[config.mk]
export PLATFORM = sky130hd
export DESIGN_NAME = txn_set_tracker
export DESIGN_NICKNAME = d
export VERILOG_FILES = /design/src/rtl/txtrk_pkg.sv /design/src/rtl/txtrk_lookup.sv /design/src/rtl/txtrk_line_array.sv /design/src/rtl/txtrk_ctrl.sv /design/src/rtl/txn_set_tracker.sv
export SDC_FILE = /design/constraint.sdc
export NUM_CORES = 1
export LEC_CHECK = 0
export CORE_MARGIN = 5
export CORE_UTILIZATION = 59
export DETAILED_ROUTE_END_ITERATION = 10
export DONT_BUFFER_PORTS = 1
export GPL_TIMING_DRIVEN = 0
export HOLD_SLACK_MARGIN = 0.05
export PLACE_DENSITY = 0.82
export SLEW_MARGIN = 20
export SYNTH_ARGS = -nofsm -noshare
export SYNTH_HDL_FRONTEND = slang
export SYNTH_SLANG_ARGS = --single-unit
[constraint.sdc]
create_clock -name clk -period 3.05 [get_ports clk]
set_input_delay 0.1525 -clock clk [delete_from_list [all_inputs] [get_ports clk]]
set_output_delay 0.1525 -clock clk [all_outputs]
set_load 0.1 [all_outputs]
[src/rtl/txtrk_pkg.sv]
package txtrk_pkg;

    typedef enum logic [1:0] {
        CMD_NONE   = 2'd0,
        CMD_BEGIN  = 2'd1,
        CMD_COMMIT = 2'd2,
        CMD_ABORT  = 2'd3
    } txn_cmd_e;

    typedef enum logic [1:0] {
        RSN_NONE     = 2'd0,
        RSN_CONFLICT = 2'd1,
        RSN_CAPACITY = 2'd2,
        RSN_SOFTWARE = 2'd3
    } abort_rsn_e;

    typedef struct packed {
        logic conflict;
        logic capacity;
        logic software;
    } abort_cause_t;

    // Fixed ranking: remote collision first, then lost footprint, then request.
    function automatic abort_rsn_e rank_cause(abort_cause_t c);
        if (c.conflict)      return RSN_CONFLICT;
        else if (c.capacity) return RSN_CAPACITY;
        else if (c.software) return RSN_SOFTWARE;
        else                 return RSN_NONE;
    endfunction

    // A remote writer collides with any mark, a remote reader only with a write mark.
    function automatic logic probe_clash(logic remote_wr, logic rmark, logic wmark);
        return remote_wr ? (rmark | wmark) : wmark;
    endfunction

endpackage

[src/rtl/txtrk_lookup.sv]
module txtrk_lookup
    import txtrk_pkg::*;
#(
    parameter int NUM_LINES = 16,
    parameter int TAG_W     = 8,
    localparam int IDX_W    = $clog2(NUM_LINES)
) (
    input  logic                            txn_active_i,
    input  logic [NUM_LINES-1:0]            valid_i,
    input  logic [NUM_LINES-1:0]            rmark_i,
    input  logic [NUM_LINES-1:0]            wmark_i,
    input  logic [NUM_LINES-1:0][TAG_W-1:0] tag_i,
    input  logic                            probe_valid_i,
    input  logic                            probe_write_i,
    input  logic [IDX_W-1:0]                probe_idx_i,
    input  logic [TAG_W-1:0]                probe_tag_i,
    input  logic                            acc_valid_i,
    input  logic [IDX_W-1:0]                acc_idx_i,
    input  logic [TAG_W-1:0]                acc_tag_i,
    input  logic                            evict_valid_i,
    input  logic [IDX_W-1:0]                evict_idx_i,
    output logic                            probe_hit_o,
    output logic                            conflict_o,
    output logic                            capacity_o
);

    logic [NUM_LINES-1:0] marked;
    logic                 evict_marked;
    logic                 displace_marked;

    assign marked = rmark_i | wmark_i;

    assign probe_hit_o = probe_valid_i && valid_i[probe_idx_i]
                         && (tag_i[probe_idx_i] == probe_tag_i);

    assign conflict_o = txn_active_i && probe_hit_o
                        && probe_clash(probe_write_i, rmark_i[probe_idx_i], wmark_i[probe_idx_i]);

    assign evict_marked    = evict_valid_i && marked[evict_idx_i];
    assign displace_marked = acc_valid_i && valid_i[acc_idx_i]
                             && (tag_i[acc_idx_i] != acc_tag_i) && marked[acc_idx_i];

    assign capacity_o = txn_active_i && (evict_marked || displace_marked);

    // Footprint lookup: marks must not exist on invalid lines.
    always_comb begin
        p_marks_on_valid_r3: assert ((marked & ~valid_i) == '0)
            else $error("mark held by an invalid line");
    end

    always_comb begin
        p_readshare_ok_r5: assert (!(probe_hit_o && !probe_write_i && !wmark_i[probe_idx_i]) || !conflict_o)
            else $error("read probe on read-only line flagged");
    end

endmodule

[src/rtl/txtrk_line_array.sv]
module txtrk_line_array
    import txtrk_pkg::*;
#(
    parameter int NUM_LINES = 16,
    parameter int TAG_W     = 8,
    localparam int IDX_W    = $clog2(NUM_LINES)
) (
    input  logic                            clk,
    input  logic                            rst,
    input  logic                            txn_active_i,
    input  logic                            commit_i,
    input  logic                            abort_i,
    input  logic                            acc_valid_i,
    input  logic                            acc_store_i,
    input  logic [IDX_W-1:0]                acc_idx_i,
    input  logic [TAG_W-1:0]                acc_tag_i,
    input  logic                            evict_valid_i,
    input  logic [IDX_W-1:0]                evict_idx_i,
    input  logic                            probe_inv_i,
    input  logic [IDX_W-1:0]                probe_idx_i,
    output logic [NUM_LINES-1:0]            valid_o,
    output logic [NUM_LINES-1:0]            rmark_o,
    output logic [NUM_LINES-1:0]            wmark_o,
    output logic [NUM_LINES-1:0][TAG_W-1:0] tag_o
);

    for (genvar i = 0; i < NUM_LINES; i++) begin : g_line
        logic             hit_acc, hit_evict, hit_probe, same_line;
        logic             v_d, r_d, w_d;
        logic [TAG_W-1:0] t_d;

        assign hit_acc   = acc_valid_i   && (acc_idx_i   == IDX_W'(i));
        assign hit_evict = evict_valid_i && (evict_idx_i == IDX_W'(i));
        assign hit_probe = probe_inv_i   && (probe_idx_i == IDX_W'(i));
        assign same_line = valid_o[i] && (tag_o[i] == acc_tag_i);

        always_comb begin
            v_d = valid_o[i];
            r_d = rmark_o[i];
            w_d = wmark_o[i];
            t_d = tag_o[i];
            if (abort_i) begin
                // speculative data is discarded; read-only lines survive
                if (wmark_o[i]) v_d = 1'b0;
                r_d = 1'b0;
                w_d = 1'b0;
            end else begin
                if (commit_i) begin
                    r_d = 1'b0;
                    w_d = 1'b0;
                end
                if (hit_acc) begin
                    if (!same_line) begin
                        r_d = 1'b0;
                        w_d = 1'b0;
                        t_d = acc_tag_i;
                    end
                    v_d = 1'b1;
                    if (txn_active_i && !commit_i) begin
                        r_d = r_d | ~acc_store_i;
                        w_d = w_d |  acc_store_i;
                    end
                end
            end
            if (hit_evict || hit_probe) begin
                v_d = 1'b0;
                r_d = 1'b0;
                w_d = 1'b0;
            end
        end

        always_ff @(posedge clk) begin
            if (rst) begin
                valid_o[i] <= 1'b0;
                rmark_o[i] <= 1'b0;
                wmark_o[i] <= 1'b0;
                tag_o[i]   <= '0;
            end else begin
                valid_o[i] <= v_d;
                rmark_o[i] <= r_d;
                wmark_o[i] <= w_d;
                tag_o[i]   <= t_d;
            end
        end
    end

    p_commit_flash_r10: assert property (@(posedge clk) disable iff (rst)
        commit_i |=> (rmark_o == '0 && wmark_o == '0))
        else $error("marks survive commit");

    p_abort_drops_spec_r9: assert property (@(posedge clk) disable iff (rst)
        abort_i |=> (rmark_o == '0 && wmark_o == '0 && (valid_o & $past(wmark_o)) == '0))
        else $error("speculative line survives abort");

    p_idle_no_marks_r4: assert property (@(posedge clk) disable iff (rst)
        (!txn_active_i && !abort_i && !commit_i && rmark_o == '0 && wmark_o == '0)
            |=> (rmark_o == '0 && wmark_o == '0))
        else $error("mark set outside a transaction");

endmodule

[src/rtl/txtrk_ctrl.sv]
module txtrk_ctrl
    import txtrk_pkg::*;
(
    input  logic       clk,
    input  logic       rst,
    input  logic [1:0] cmd_i,
    input  logic       conflict_i,
    input  logic       capacity_i,
    output logic       active_o,
    output logic       commit_now_o,
    output logic       abort_now_o,
    output logic       abort_pulse_o,
    output logic [1:0] reason_o,
    output logic       save_o,
    output logic       restore_o
);

    txn_cmd_e     cmd;
    abort_cause_t cause;
    abort_rsn_e   rsn_d, rsn_q;
    logic         begin_now;

    assign cmd = txn_cmd_e'(cmd_i);

    assign cause.conflict = conflict_i;
    assign cause.capacity = capacity_i;
    assign cause.software = active_o && (cmd == CMD_ABORT);

    assign abort_now_o  = cause.conflict | cause.capacity | cause.software;
    assign commit_now_o = active_o && (cmd == CMD_COMMIT) && !abort_now_o;
    assign begin_now    = !active_o && (cmd == CMD_BEGIN);
    assign rsn_d        = rank_cause(cause);

    always_ff @(posedge clk) begin
        if (rst) begin
            active_o      <= 1'b0;
            abort_pulse_o <= 1'b0;
            rsn_q         <= RSN_NONE;
            save_o        <= 1'b0;
            restore_o     <= 1'b0;
        end else begin
            if (begin_now)                        active_o <= 1'b1;
            else if (abort_now_o || commit_now_o) active_o <= 1'b0;
            abort_pulse_o <= abort_now_o;
            rsn_q         <= rsn_d;
            save_o        <= begin_now;
            restore_o     <= abort_now_o;
        end
    end

    assign reason_o = rsn_q;

    p_reason_tracks_pulse_r12: assert property (@(posedge clk) disable iff (rst)
        (abort_pulse_o == (reason_o != 2'd0)))
        else $error("reason and abort pulse disagree");

    p_abort_closes_txn_r6: assert property (@(posedge clk) disable iff (rst)
        abort_pulse_o |-> !active_o)
        else $error("transaction open after abort");

    p_save_opens_txn_r2: assert property (@(posedge clk) disable iff (rst)
        save_o |-> (active_o && !$past(active_o)))
        else $error("save strobe without a fresh transaction");

    p_no_cause_when_idle_r4: assert property (@(posedge clk) disable iff (rst)
        !active_o |-> !(conflict_i || capacity_i))
        else $error("abort cause raised while idle");

endmodule

[src/rtl/txn_set_tracker.sv]
module txn_set_tracker
    import txtrk_pkg::*;
#(
    parameter int NUM_LINES   = 16,
    parameter int LINE_ADDR_W = 12,
    localparam int IDX_W      = $clog2(NUM_LINES)
) (
    input  logic                   clk,
    input  logic                   rst,
    input  logic [1:0]             cmd_i,
    input  logic                   acc_valid_i,
    input  logic                   acc_store_i,
    input  logic [LINE_ADDR_W-1:0] acc_addr_i,
    input  logic                   evict_valid_i,
    input  logic [IDX_W-1:0]       evict_idx_i,
    input  logic                   probe_valid_i,
    input  logic                   probe_write_i,
    input  logic [LINE_ADDR_W-1:0] probe_addr_i,
    output logic                   probe_conflict_o,
    output logic                   abort_o,
    output logic [1:0]             abort_reason_o,
    output logic                   ckpt_save_o,
    output logic                   ckpt_restore_o,
    output logic                   txn_active_o,
    output logic [NUM_LINES-1:0]   line_valid_o,
    output logic [NUM_LINES-1:0]   line_spec_dirty_o
);

    localparam int TAG_W = LINE_ADDR_W - IDX_W;

    logic [IDX_W-1:0]                acc_idx, probe_idx;
    logic [TAG_W-1:0]                acc_tag, probe_tag;
    logic [NUM_LINES-1:0]            valid, rmark, wmark;
    logic [NUM_LINES-1:0][TAG_W-1:0] tags;
    logic                            probe_hit, conflict, capacity;
    logic                            commit_now, abort_now;

    assign acc_idx   = acc_addr_i[IDX_W-1:0];
    assign acc_tag   = acc_addr_i[LINE_ADDR_W-1:IDX_W];
    assign probe_idx = probe_addr_i[IDX_W-1:0];
    assign probe_tag = probe_addr_i[LINE_ADDR_W-1:IDX_W];

    txtrk_lookup #(.NUM_LINES(NUM_LINES), .TAG_W(TAG_W)) u_lookup (
        .txn_active_i  (txn_active_o),
        .valid_i       (valid),
        .rmark_i       (rmark),
        .wmark_i       (wmark),
        .tag_i         (tags),
        .probe_valid_i (probe_valid_i),
        .probe_write_i (probe_write_i),
        .probe_idx_i   (probe_idx),
        .probe_tag_i   (probe_tag),
        .acc_valid_i   (acc_valid_i),
        .acc_idx_i     (acc_idx),
        .acc_tag_i     (acc_tag),
        .evict_valid_i (evict_valid_i),
        .evict_idx_i   (evict_idx_i),
        .probe_hit_o   (probe_hit),
        .conflict_o    (conflict),
        .capacity_o    (capacity)
    );

    txtrk_ctrl u_ctrl (
        .clk           (clk),
        .rst           (rst),
        .cmd_i         (cmd_i),
        .conflict_i    (conflict),
        .capacity_i    (capacity),
        .active_o      (txn_active_o),
        .commit_now_o  (commit_now),
        .abort_now_o   (abort_now),
        .abort_pulse_o (abort_o),
        .reason_o      (abort_reason_o),
        .save_o        (ckpt_save_o),
        .restore_o     (ckpt_restore_o)
    );

    txtrk_line_array #(.NUM_LINES(NUM_LINES), .TAG_W(TAG_W)) u_lines (
        .clk           (clk),
        .rst           (rst),
        .txn_active_i  (txn_active_o),
        .commit_i      (commit_now),
        .abort_i       (abort_now),
        .acc_valid_i   (acc_valid_i),
        .acc_store_i   (acc_store_i),
        .acc_idx_i     (acc_idx),
        .acc_tag_i     (acc_tag),
        .evict_valid_i (evict_valid_i),
        .evict_idx_i   (evict_idx_i),
        .probe_inv_i   (probe_hit && probe_write_i),
        .probe_idx_i   (probe_idx),
        .valid_o       (valid),
        .rmark_o       (rmark),
        .wmark_o       (wmark),
        .tag_o         (tags)
    );

    assign probe_conflict_o  = conflict;
    assign line_valid_o      = valid;
    assign line_spec_dirty_o = wmark;

    p_conflict_aborts_r6: assert property (@(posedge clk) disable iff (rst)
        probe_conflict_o |=> (abort_o && abort_reason_o == 2'd1 && ckpt_restore_o))
        else $error("conflict without abort");

    p_remote_write_wins_r13: assert property (@(posedge clk) disable iff (rst)
        (probe_hit && probe_write_i) |=> !line_valid_o[$past(probe_idx)])
        else $error("line kept after remote write");

endmodule

### Word level (Yosys, flattened, before mapping)

Index checks and enable logic that the tools add are counted.

| word-level totals | value |
|---|---|
| bits in registers | 181 |
| output and inout port bits | 39 |
| logic and storage cells | 655 |

| cells by class | value |
|---|---|
| magnitude comparators | 3 |
| equal/unequal tests | 82 |
| multiplexer cells | 262 |
| bitwise operators | 54 |
| reductions and logical operators | 185 |

Operator list:

| kind | number |
|---|---|
| 1-bit 2-to-1 mux | 250 |
| 8-bit equality test | 17 |
| 4-bit equality test, second input constant | 24 |
| 1-bit logical AND | 79 |
| 8-bit binary-select mux with 4-bit select | 2 |
| 4-bit by 3-bit equality test with 1-bit output, second input constant | 12 |
| 3-bit AND reduction | 16 |
| 3-bit OR reduction | 16 |
| 1-bit bitwise OR | 35 |
| 2-bit nonzero test | 17 |
| 2-bit OR reduction | 17 |
| 2-bit by 1-bit inequality test with 1-bit output, second input constant | 16 |
| 2-bit AND reduction | 16 |
| 1-bit binary-select mux with 4-bit select | 6 |
| 4-bit by 2-bit equality test with 1-bit output, second input constant | 6 |
| 1-bit logical OR | 18 |
| 1-bit inverter | 18 |
| 8-bit 2-to-1 mux | 2 |
| 16-bit bitwise OR | 1 |
| 4-bit by 5-bit < comparator with 1-bit output, second input constant | 3 |
| 4-bit by 1-bit equality test with 1-bit output, second input constant | 3 |
| 4-bit zero test | 3 |
| 8-bit inequality test | 1 |
| 2-bit equality test, second input constant | 2 |
| 3 further kinds | 6 |

### Logic depth before layout (Yosys ltp)

Gate-level depths: netlist of run 1.

| depth | value |
|---|---|
| depth in word-level cells | 18 |
| depth in mapped cells | 14 |

### Hierarchy

From an unflattened synthesis of run 1, not the netlist that was laid out.

| second synthesis, totals | value |
|---|---|
| cell total of the unflattened synthesis | 1,836 |
| area total of the unflattened synthesis | 15,313.4 µm² |

By module, submodules not included:

| module | instances | cells an instance | area each (µm²) | seq. area each (µm²) |
|---|---|---|---|---|
| txtrk_line_array | 1 | 1,587 | 12,229.2 | 3,523.4 |
| txtrk_lookup | 1 | 229 | 2,884.0 | 0.0 |
| txtrk_ctrl | 1 | 19 | 193.9 | 100.1 |
| txn_set_tracker | 1 | 1 | 6.3 | 0.0 |

### Least setup slack after synthesis of run 1

OpenSTA, ideal clock, no wires.

| timing | value |
|---|---|
| path type | flip-flop to flip-flop |
| start point | reg u_lines.valid_o[13] |
| end point | reg u_ctrl.rsn_q[1], in the netlist u_ctrl.reason_o[1] |
| setup time | 0.235 ns |
| arrival | 4.487 ns |
| path slack | -1.672 ns |
| cell stages (with the launch flop) | 8 |
| path buffers | 0 |
| path through | dfxtp_1 mux4_2 o211ai_1 o22a_1 or4_1 a2111o_1 nor3_1 nor3_1 |

RTL lines:

| element | line | source |
|---|---|---|
| start, declared | txtrk_line_array.sv:21 | `output logic [NUM_LINES-1:0] valid_o,` |
| start signal, assigned by index | txtrk_line_array.sv:79 | `valid_o[i] <= v_d;` |
| 1-bit binary-select mux with 4-bit select | txtrk_lookup.sv:33 | `assign probe_hit_o = probe_valid_i && valid_i[probe_idx_i]` |
| 1-bit 2-to-1 mux (implied by the code) | txtrk_lookup.sv:33 |  |
| 1-bit logical AND | txtrk_lookup.sv:33 |  |
| 1-bit logical AND | txtrk_lookup.sv:34 | `&& (tag_i[probe_idx_i] == probe_tag_i);` |
| 1-bit logical AND | txtrk_lookup.sv:36 | `assign conflict_o = txn_active_i && probe_hit_o` |
| 1-bit logical AND | txtrk_lookup.sv:37 | `&& probe_clash(probe_write_i, rmark_i[probe_idx_i], wmark_i[probe_idx_i]);` |
| via probe_conflict_o | txn_set_tracker.sv:19 | `output logic probe_conflict_o,` |
| 2-bit OR reduction (no line) | - |  |
| end signal, assigned | txtrk_ctrl.sv:45 | `rsn_q <= rsn_d;` |
| end, declared | txtrk_ctrl.sv:20 | `abort_rsn_e rsn_d, rsn_q;` |

The timed path passes the listed nets, and every way through them passes these cells. The select of a mux whose other input is x is not followed.
A chain may end at the register's enable or synchronous reset.

### Worst setup path in the final report of run 1

| timing | value |
|---|---|
| start point | reg u_lines.tag_o[105] (netlist bit) |
| end point | out probe_conflict_o |

| on the way | value |
|---|---|
| word-level cells in the longest chain between the ends | 6 |

Ends and longest elaborated chain:

| element | line | source |
|---|---|---|
| start, declared | txtrk_line_array.sv:24 | `output logic [NUM_LINES-1:0][TAG_W-1:0] tag_o` |
| start signal, assigned by index | txtrk_line_array.sv:82 | `tag_o[i] <= t_d;` |
| 8-bit binary-select mux with 4-bit select | txtrk_lookup.sv:34 |  |
| 8-bit 2-to-1 mux (implied by the code) | txtrk_lookup.sv:34 |  |
| 8-bit equality test | txtrk_lookup.sv:34 |  |
| 1-bit logical AND | txtrk_lookup.sv:34 |  |
| 1-bit logical AND | txtrk_lookup.sv:36 |  |
| 1-bit logical AND | txtrk_lookup.sv:37 |  |
| end, declared | txn_set_tracker.sv:19 |  |

No other way between the ends. The select of a mux whose other input is x is not followed.

==> results of run 1 <==
how the worst min path moves through the flow:
stage                          endpoint  slack, ns  cells after the start
finish                  u_ctrl.active_o       0.09                      3
global route        u_lines.wmark_o[14]       0.11                      4
CTS                     u_ctrl.active_o       0.07                      3
detailed placement        u_ctrl.save_o       0.25                      1
global placement          u_ctrl.save_o       0.25                      1
floorplan                 u_ctrl.save_o       0.24                      1
repair_timing:
item,4_1_cts,5_1_grt
hold buffers,4,0
endpoints found under the setup margin,178,178
cloned,5,0
pin swaps,38,54
setup buffers,29,15
hold endpoints to repair,3,0
resized for setup,157,136
cells by family after synthesis:
group           count (synthesis)
compound gates                195
xor+xnor                      140
buf+inv                       139
flops                         181
simple gates                  433
mux                           264
through the flow:
stage	setup TNS (ns)	cell area, um2	worst slack, ns	util, %	cells
floorplan	-0.04409	12860	-0.04409	-	1352
global placement	-154.20	13210	-1.163	62.24	1627
detailed placement	-152.61	13210	-1.124	62.24	1627
CTS	-26.02	14610	-0.4334	68.84	1692
global route	-40.97	15080	-0.5093	71.07	1697
finish	-25.92	15080	-0.4319	71.08	1698
layer usage:
layer	share of wire (%)	vias to the layer above	wire, um
met3	13	296	7292
met2	43	1056	23040
met4	8.1	0	4390
met1	36	5870	19470
met5	0	-	0
li1	-	5006	-
where the power goes:
group	switching, mW	internal (mW)	total [mW]	leakage, nW
registers	0.217	2.39	2.60	1.51
logic	0.678	0.441	1.12	4.28
clock network	1.21	1.10	2.32	0.280
synthesized netlist by cell type (all sizes together) (3+ instances only):
cell / number
a21boi: 5
nor2: 81
nand2b: 152
o211ai: 9
xnor2: 73
buf: 68
or2: 19
mux2i: 199
o21bai: 3
nor2b: 15
dfxtp: 181
and2: 6
a31oi: 8
mux4: 53
nand3: 45
nor3: 25
a211oi: 6
a21oi: 16
mux2: 12
xor2: 67
nand2: 29
nor3b: 10
o41ai: 3
nand4: 13
a22o: 15
o211a: 3
o21ai: 31
or3: 9
or3b: 3
inv: 17
o21a: 13
o31ai: 5
clkbuf: 54
a22oi: 42
nor4: 16
o22ai: 15
tightest hold or removal path, cell delays in order:
cell,delay (ns)
inv_1,0.05
o2111ai_1,0.24
o21bai_1,0.07
state kept, by name, indices dropped and copies added, names as in the netlist:
name and cells:
u_lines.tag_o 128, u_lines.wmark_o 16, u_lines.valid_o 16, u_lines.rmark_o 16
u_ctrl.save_o 1, u_ctrl.abort_pulse_o 1, u_ctrl.active_o 1, u_ctrl.reason_o 2
cell type report:
type                    count  area, um2
diodes                      1      2.502
plain buffers             115      810.8
clock buffers              18      429.2
clock inverters            14      160.2
fillers                  1622       6136
inverters                  17      63.81
multi-input cells        1032       8992
flip-flops and latches    181       3816
well taps                 275      344.1
repair buffers             45      465.4
==> impl_metrics.env, run 1 <==
export IMPL_status="complete, but fails checks"
export IMPL_violations="negative setup slack"
export IMPL_rsz0062_at_grt="true"
export IMPL_yosys_top_cells_area="dfxtp_1 (28%), mux2i_1 (16%), mux4_2 (8.8%)"
export IMPL_worst_pin_slew_ns=1.187
export IMPL_die_w_um=157.3
export IMPL_synth_ff_latch_count=181
export IMPL_r2r_cells=13
export IMPL_rr_startpoint="u_lines.tag_o[21]"
export IMPL_busiest_layer="met2"
export IMPL_hold_viol=0
export IMPL_gr_usage_met1_pct=53.63
export IMPL_rows=53
export IMPL_cp_max_fo=4
export IMPL_muxShareOfSynthArea_pct=26.03
export IMPL_clock_path_buffers=2
export IMPL_die_area_mm2=0.02474
export IMPL_insertion_delay_ns=0.46
export IMPL_grt_max_degree=20
export IMPL_synth_top_area_share_pct=28.30
export IMPL_rrSetupSlack_ns=-0.26
export IMPL_grt_use_total_pct=43.49
export IMPL_start_util_pct=60.33
export IMPL_worst_hold_path_type="in2reg"
export IMPL_max_cap_viol_count=0
export IMPL_cp_arrival_ns=3.33
export IMPL_worst_slack_ns=-0.4319
export IMPL_power_leakage_nw=6.075
export IMPL_fin_skew_ns=0.01413
export IMPL_synth_compound_area_share_pct=11.21
export IMPL_total_power_mw=6.038
export IMPL_drv_slew=0
export IMPL_path_depth=6
export IMPL_cp_end_kind="output pin"
export IMPL_grt_pass1_vias=12068
export IMPL_dp_hpwl_um=38640
export IMPL_grt_ovfl_total=0
export IMPL_cp_required_ns=2.90
export IMPL_synth_warnings=0
export IMPL_timing_rr_end="u_lines.valid_o[3]"
export IMPL_critPathLaunch="u_lines.tag_o[105]"
export IMPL_async_reset_ff_share_pct=0
export IMPL_avgViaCountPerCell=7.201
export IMPL_drc=0
export IMPL_cp_buffers_inverters=0
export IMPL_max_slew_margin_pct=20.85
export IMPL_cts_buffers=17
export IMPL_ys_types=72
export IMPL_seq_area_frac_synth_pct=28.30
export IMPL_synth_top_family_by_area="multiplexers"
export IMPL_cts_root_buf="clkbuf_16"
export IMPL_min_from="cmd_i[1]"
export IMPL_synth_edf_count=0
export IMPL_final_cell_mix="mux2i_1 (194), nand2b_1 (147), dfxtp_1 (103)"
export IMPL_syn2layout_area_growth_pct=17.83
export IMPL_peakVddDrop_v=0.0003061
export IMPL_grt_pass1_wl_um=78720
export IMPL_dr_pass1_iters=7
export IMPL_crit_slowest_cell="nor3_4"
export IMPL_syn_area_mm2=0.01280
export IMPL_cts_num_sinks=181
export IMPL_syn_nets=1389
export IMPL_clkTransAtPathRegs_ns=0.08
export IMPL_ant_nets=0
export IMPL_max_freq_mhz=287.2
export IMPL_cts_tree="done"
export IMPL_final_common_cell="mux2i_1"
export IMPL_antenna_found_initial=0
export IMPL_period_minus_slack_ns=3.482
export IMPL_synthFlopType="dfxtp_1"
export IMPL_setup_viol=161
export IMPL_holdWs_ns=0.09357
export IMPL_cp_top_family="simple AND/OR/NAND/NOR gates"
export IMPL_drtIter0Drc=1772
export IMPL_syn_avg_cell_area_um2=9.469
export IMPL_critical_path_class="reg2out"
export IMPL_critical_path_max_stage_delay_ns=0.83
export IMPL_synth_xor_area_share_pct=9.578
export IMPL_boundaryPins=76
export IMPL_wl_per_cell_um=31.92
export IMPL_synth_largest_area_cell="dfxtp_1"
export IMPL_gp_congestion=1.063
export IMPL_met2_usage_pct=64.05
export IMPL_wl_um=54190
export IMPL_fp_dieH_um=157.3
export IMPL_pwr_density_cell_mw_per_mm2=400.3
export IMPL_start_kind="register"
export IMPL_cts_htree_levels=4
export IMPL_crit_end="probe_conflict_o"
export IMPL_crit_chain="mux4_2, nor2b_1, o22a_1, or4_1, a2111o_1, nor3_4"
export IMPL_synthAdderAreaFrac_pct=0
export IMPL_nNetsFinal=1446
export IMPL_syn_inst=1352
export IMPL_drive_above_1_share_pct=27.22
export IMPL_dr_total_vias=12228
export IMPL_finalCritPeriodShare_pct=114.2
export IMPL_grt_use_met3_pct=15.37
export IMPL_synth_simple_area_share_pct=18.64
export IMPL_core_area_mm2=0.02122
export IMPL_numPortBuffers=0
Note: power is estimated with default switching activity, not from simulation.
==> run 2, diff against run 1 <==
Settings changed: CORE_UTILIZATION 59 to 40, PLACE_DENSITY 0.82 to 0.6.
==> run 2 against run 1 <==
The run still ends with negative setup slack left. Final cell count grew 6.9%. Utilization shrank 23 points. Routed wire length up 2.8%. Hold slack better by 0.00081 ns. Cell area is 0.37% lower. Sequential cell count did not move. Sequential share of layout area shrank 0.074 points. Sequential power barely moved. Clock power hardly changed. Count of clock-buffer cells in the layout is the same. Critical endpoint unchanged. Non-clock buffer count decreased by 11.
==> impl_metrics.env, run 2 (synthesized netlist as in run 1, its figures left out) <==
export IMPL_status="complete, but fails checks"
export IMPL_violations="negative setup slack"
export IMPL_cp_end_kind="output pin"
export IMPL_core_area_mm2=0.03156
export IMPL_gp_congestion=1.011
export IMPL_cts_htree_levels=4
export IMPL_fin_tns_setup_ns=-44.29
export IMPL_crit_chain="nor2b_1, buf_1, a22oi_2, a211oi_2, o211ai_1, o22ai_2, nand4_1, a2111o_1, nor3_4"
export IMPL_cp_arrival_ns=3.45
export IMPL_nNetsFinal=1435
export IMPL_drtIter0Drc=1711
export IMPL_die_w_um=188.9
export IMPL_critical_path_class="in2out"
export IMPL_fin_cells=1815
export IMPL_avgViaCountPerCell=6.468
export IMPL_final_cell_mix="mux2i_1 (194), nand2b_1 (147), dfxtp_1 (111)"
export IMPL_worst_slack_ns=-0.5552
export IMPL_grt_use_total_pct=30.56
export IMPL_grt_pass1_wl_um=80220
export IMPL_antenna_found_initial=0
export IMPL_worst_pin_slew_ns=1.145
export IMPL_period_minus_slack_ns=3.605
export IMPL_grt_max_degree=19
export IMPL_clock_path_buffers=2
export IMPL_dr_pass1_iters=5
export IMPL_die_area_mm2=0.03568
export IMPL_largest_reg_flops=128
export IMPL_cts_buffers=17
export IMPL_setup_viol=178
export IMPL_hold_viol=0
export IMPL_placed_cells=1754
export IMPL_holdWs_ns=0.09438
export IMPL_ant_nets=0
export IMPL_fp_dieH_um=188.9
export IMPL_grt_pass1_vias=11213
export IMPL_fin_skew_ns=0.01718
export IMPL_cts_root_buf="clkbuf_16"
export IMPL_drv_slew=0
export IMPL_worst_hold_path_type="in2reg"
export IMPL_insertion_delay_ns=0.46
export IMPL_power_leakage_nw=5.970
export IMPL_max_cap_viol_count=0
export IMPL_rsz0062_at_grt="true"
export IMPL_peakVddDrop_v=0.0004079
export IMPL_start_util_pct=40.57
export IMPL_max_freq_mhz=277.4
export IMPL_pwr_density_cell_mw_per_mm2=400.6
export IMPL_cts_tree="done"
export IMPL_fill_cells=2994
export IMPL_cts_num_sinks=181
export IMPL_max_slew_margin_pct=23.64
export IMPL_dp_hpwl_um=40870
export IMPL_wl_um=55690
export IMPL_critical_path_max_stage_delay_ns=0.92
export IMPL_drive_above_1_share_pct=25.02
export IMPL_wl_per_cell_um=30.68
export IMPL_dr_total_vias=11740
export IMPL_start_kind="primary input"
export IMPL_registers_top_by_ff_count="u_lines.tag_o"
export IMPL_syn2layout_area_growth_pct=17.40
export IMPL_final_common_cell="mux2i_1"
export IMPL_boundaryPins=76
export IMPL_crit_slowest_cell="nor3_4"
export IMPL_cp_max_fo=9
export IMPL_cp_required_ns=2.90
export IMPL_grt_ovfl_total=0
export IMPL_rows=65
export IMPL_numPortBuffers=0
export IMPL_drc=0
export IMPL_clkTransAtPathRegs_ns=0.07
export IMPL_finalCritPeriodShare_pct=118.2
[run 2: area by class of cell]
class                           count  area, um2  share of cell area (%)
Sequential cell                   181       3791                   25.22
Clock inverter                     14      165.2                   1.099
Multi-Input combinational cell   1032       8895                   59.18
Inverter                           17      63.81                  0.4246
Tap cell                          402      503.0                   3.347
Clock buffer                       18      429.2                   2.855
Antenna cell                        2      5.005                 0.03330
Timing Repair Buffer               36      404.1                   2.689
Buffer                            113      773.2                   5.145
[run 2: layer usage]
metal  up-vias  GRT usage (%)  wire length (um)
li1       4963              -                 -
met1      5754          41.04             22530
met2       861          45.96             23900
met3       162          8.610              6526
met4         0          13.57              2730
met5         -              0                 0
[run 2: report_power, final]
part           switching (mW)  internal (mW)  total [mW]
logic                   0.678          0.432        1.11
clock network            1.13           1.17        2.30
registers               0.217           2.39        2.61
total                    2.03           3.99        6.02
[run 2: path summary, 6_finish.rpt]
kind / slack, ns / cells after the start / from / endpoint
max: -0.56 / 9 / probe_addr_i[1] / probe_conflict_o
min: 0.09 / 3 / cmd_i[1] / u_ctrl.abort_pulse_o
max reg2reg: -0.36 / 15 / u_lines.tag_o[66] / u_lines.tag_o[78]
min reg2reg: 0.50 / 2 / u_lines.tag_o[86] / u_lines.tag_o[86]
[run 2: what timing repair did]
item                                    CTS  global route
buffers inserted                         24             9
endpoints found under the setup margin  178           178
gates resized for setup                 189            70
gates cloned                              5             0
hold endpoints to repair                  3             0
pin swaps                                51            42
hold buffers                              3             0
[run 2: metrics by stage]
step	util, %	setup WS [ns]	power, mW	instance area [um2]
finish	47.63	-0.5552	6.021	15030
global route	47.61	-0.5952	6.176	15020
CTS	47.14	-0.4527	5.978	14870
detailed placement	42.36	-1.204	3.625	13370
global placement	42.36	-1.257	3.623	13370
floorplan	-	-0.04409	3.292	12860
[run 2: worst max-delay path: cells and delay by family]
kind / cells / cell delay (ns)
AOI/OAI and AO/OA: 5 / 1.49
and+or+nand+nor: 3 / 1.14
buffers and inverters: 1 / 0.66
==> run 3, diff against run 2 <==
Settings changed: CAP_MARGIN set to 40, SKIP_LAST_GASP set to 1.
==> run 3 against run 2 <==
The run still ends with negative setup slack left. Final cell count rose by 0.88%. Sequential cell count did not move. Via count rose by 0.14%. Register-to-register slack improved by 0.15 ns. Critical path type is now reg2reg. Critical endpoint is now u_lines.tag_o[72]. Highest routed layer is now met5.
==> impl_metrics.env, run 3 (synthesized netlist as in run 1, its figures left out) <==
export IMPL_die_area_mm2=0.03568
export IMPL_p_int_mw=4.094
export IMPL_gp_congestion=1.011
export IMPL_syn2layout_area_growth_pct=18.67
export IMPL_ant_nets=0
export IMPL_worst_slack_ns=-0.2141
export IMPL_utilization_pct=48.14
export IMPL_drive_above_1_share_pct=23.16
export IMPL_cts_tree="done"
export IMPL_drv_slew=0
export IMPL_dr_total_vias=11756
export IMPL_topRoutingLayerUsed="met5"
export IMPL_max_slew_margin_pct=34.83
export IMPL_cts_htree_levels=4
export IMPL_peakVddDrop_v=0.0004024
export IMPL_wl_um=55500
export IMPL_largest_reg_flops=128
export IMPL_fin_skew_ns=0.02021
export IMPL_grt_use_total_pct=30.43
export IMPL_grt_pass1_vias=11391
export IMPL_total_power_mw=6.124
export IMPL_wirelength_met1_um=22600
export IMPL_final_common_cell="mux2i_1"
export IMPL_core_area_mm2=0.03156
export IMPL_cp_required_ns=3.43
export IMPL_wl_met3_um=6597
export IMPL_status="complete, but fails checks"
export IMPL_cp_arrival_ns=3.64
export IMPL_power_frac_seq_pct=42.3
export IMPL_dr_pass1_iters=6
export IMPL_power_leakage_nw=6.092
export IMPL_cts_root_buf="clkbuf_16"
export IMPL_switchingPower_mw=2.030
export IMPL_sw_frac_of_total_pct=33.15
export IMPL_final_cell_mix="mux2i_1 (193), nand2b_1 (146), dfxtp_1 (122)"
export IMPL_critical_path_class="reg2reg"
export IMPL_period_minus_slack_ns=3.264
export IMPL_cts_buffers=17
export IMPL_violations="negative setup slack"
export IMPL_cp_end_kind="register"
export IMPL_diodes=0
export IMPL_p_clk_share_pct=39.5
export IMPL_registers_top_by_ff_count="u_lines.tag_o"
export IMPL_fill_cells=2980
export IMPL_cts_num_sinks=181
export IMPL_hold_viol=0
export IMPL_r2r_cells=12
export IMPL_rsz0062_at_grt="true"
export IMPL_setup_viol=173
export IMPL_drtIter0Drc=1472
export IMPL_worst_pin_slew_ns=0.9693
export IMPL_numPortBuffers=0
export IMPL_hold_path_depth=3
export IMPL_worst_hold_path_type="in2reg"
export IMPL_start_util_pct=40.57
export IMPL_wl_per_cell_um=30.31
export IMPL_pwr_density_cell_mw_per_mm2=403.1
export IMPL_insertion_delay_ns=0.46
export IMPL_nNetsFinal=1453
export IMPL_clock_path_buffers=2
export IMPL_avgViaCountPerCell=6.421
export IMPL_dp_hpwl_um=40920
export IMPL_antenna_found_initial=4
export IMPL_drc=0
export IMPL_met2_length_um=24100
export IMPL_grt_max_degree=19
export IMPL_fp_dieH_um=188.9
export IMPL_finalCritPeriodShare_pct=107.0
export IMPL_comb_power_share_pct=18.1
export IMPL_rows=65
export IMPL_clkTransAtPathRegs_ns=0.08
export IMPL_grt_ovfl_total=0
export IMPL_max_freq_mhz=306.4
export IMPL_boundaryPins=76
export IMPL_cp_max_fo=6
export IMPL_start_kind="register"
export IMPL_die_w_um=188.9
export IMPL_max_cap_viol_count=0
export IMPL_grt_pass1_wl_um=80170
## run 3: cell types whose count changed in the layout (fill, tap and decap cells not counted), moves of 6 or more
cell,change
dfxtp_2,-11
dfxtp_1,+11
o22ai_1,+6
buf_4,+9
o22ai_2,-6
nor2_1,+7
buf_16,+6
## run 3: timing repair
| action | CTS | global route |
|---|---|---|
| gates resized for setup | 126 | 67 |
| endpoints found under the hold margin | 3 | 0 |
| setup buffers | 17 | 14 |
| pin swaps | 21 | 23 |
| hold buffers | 3 | 0 |
| setup endpoints to repair | 177 | 177 |
| cloned | 1 | 0 |
## run 3: final timing paths
path                  startpoint           endpoint  slack, ns
max          u_lines.valid_o[11]  u_lines.tag_o[72]      -0.21
min                     cmd_i[1]    u_ctrl.active_o       0.07
max reg2reg  u_lines.valid_o[11]  u_lines.tag_o[72]      -0.21
min reg2reg    u_lines.tag_o[53]  u_lines.tag_o[53]       0.51
## run 3: stage by stage
step / cell area, um2 / setup slack, ns / instances / TNS [ns] / hold WS, ns
floorplan: 12860 / -0.04409 / 1352 / -0.04409 / 0.2412
global placement: 13370 / -1.257 / 1754 / -167.33 / 0.2484
detailed placement: 13600 / -0.9010 / 1766 / -137.29 / 0.2496
CTS: 14780 / -0.1911 / 1815 / -16.69 / 0.06174
global route: 15190 / -0.2808 / 1831 / -33.38 / 0.08844
finish: 15190 / -0.2141 / 1831 / -23.29 / 0.06891
## run 3: power groups by stage
stage               Sequential (mW)  Combinational, mW  Clock (mW)
floorplan                      2.64              0.648           0
global placement               2.68              0.946           0
CTS                            2.59               1.02        2.44
global route                   2.59               1.14        2.54
finish                         2.59               1.11        2.42
detailed placement             2.66              0.972           0
## run 3: cell type report
type	count	area [um2]	share of cell area (%)
buffer	118	858.3	5.650
clock buffer	18	439.2	2.891
clock inverter	14	188.9	1.244
inverter	17	63.81	0.4200
multi-input combinational	1032	8751	57.60
sequential	181	3777	24.86
tap	402	503.0	3.311
timing repair buffer	49	610.6	4.019
## run 3: layer usage
layer	track usage, %	up-vias
li1	-	5001
met1	40.52	5815
met2	46.00	794
met3	9.864	142
met4	11.86	4
met5	0	-
## run 3: worst max-delay path, stage by stage (launching register included)
cell and delay, ns:
dfxtp_4 0.60, mux4_2 0.35, nor3b_2 0.06, a211oi_1 0.24, nand4b_1 0.18, a2111oi_4 0.38
nand4_1 0.28, a31oi_4 0.28, buf_12 0.15, buf_4 0.11, buf_6 0.08, or2_4 0.23
mux2i_1 0.24
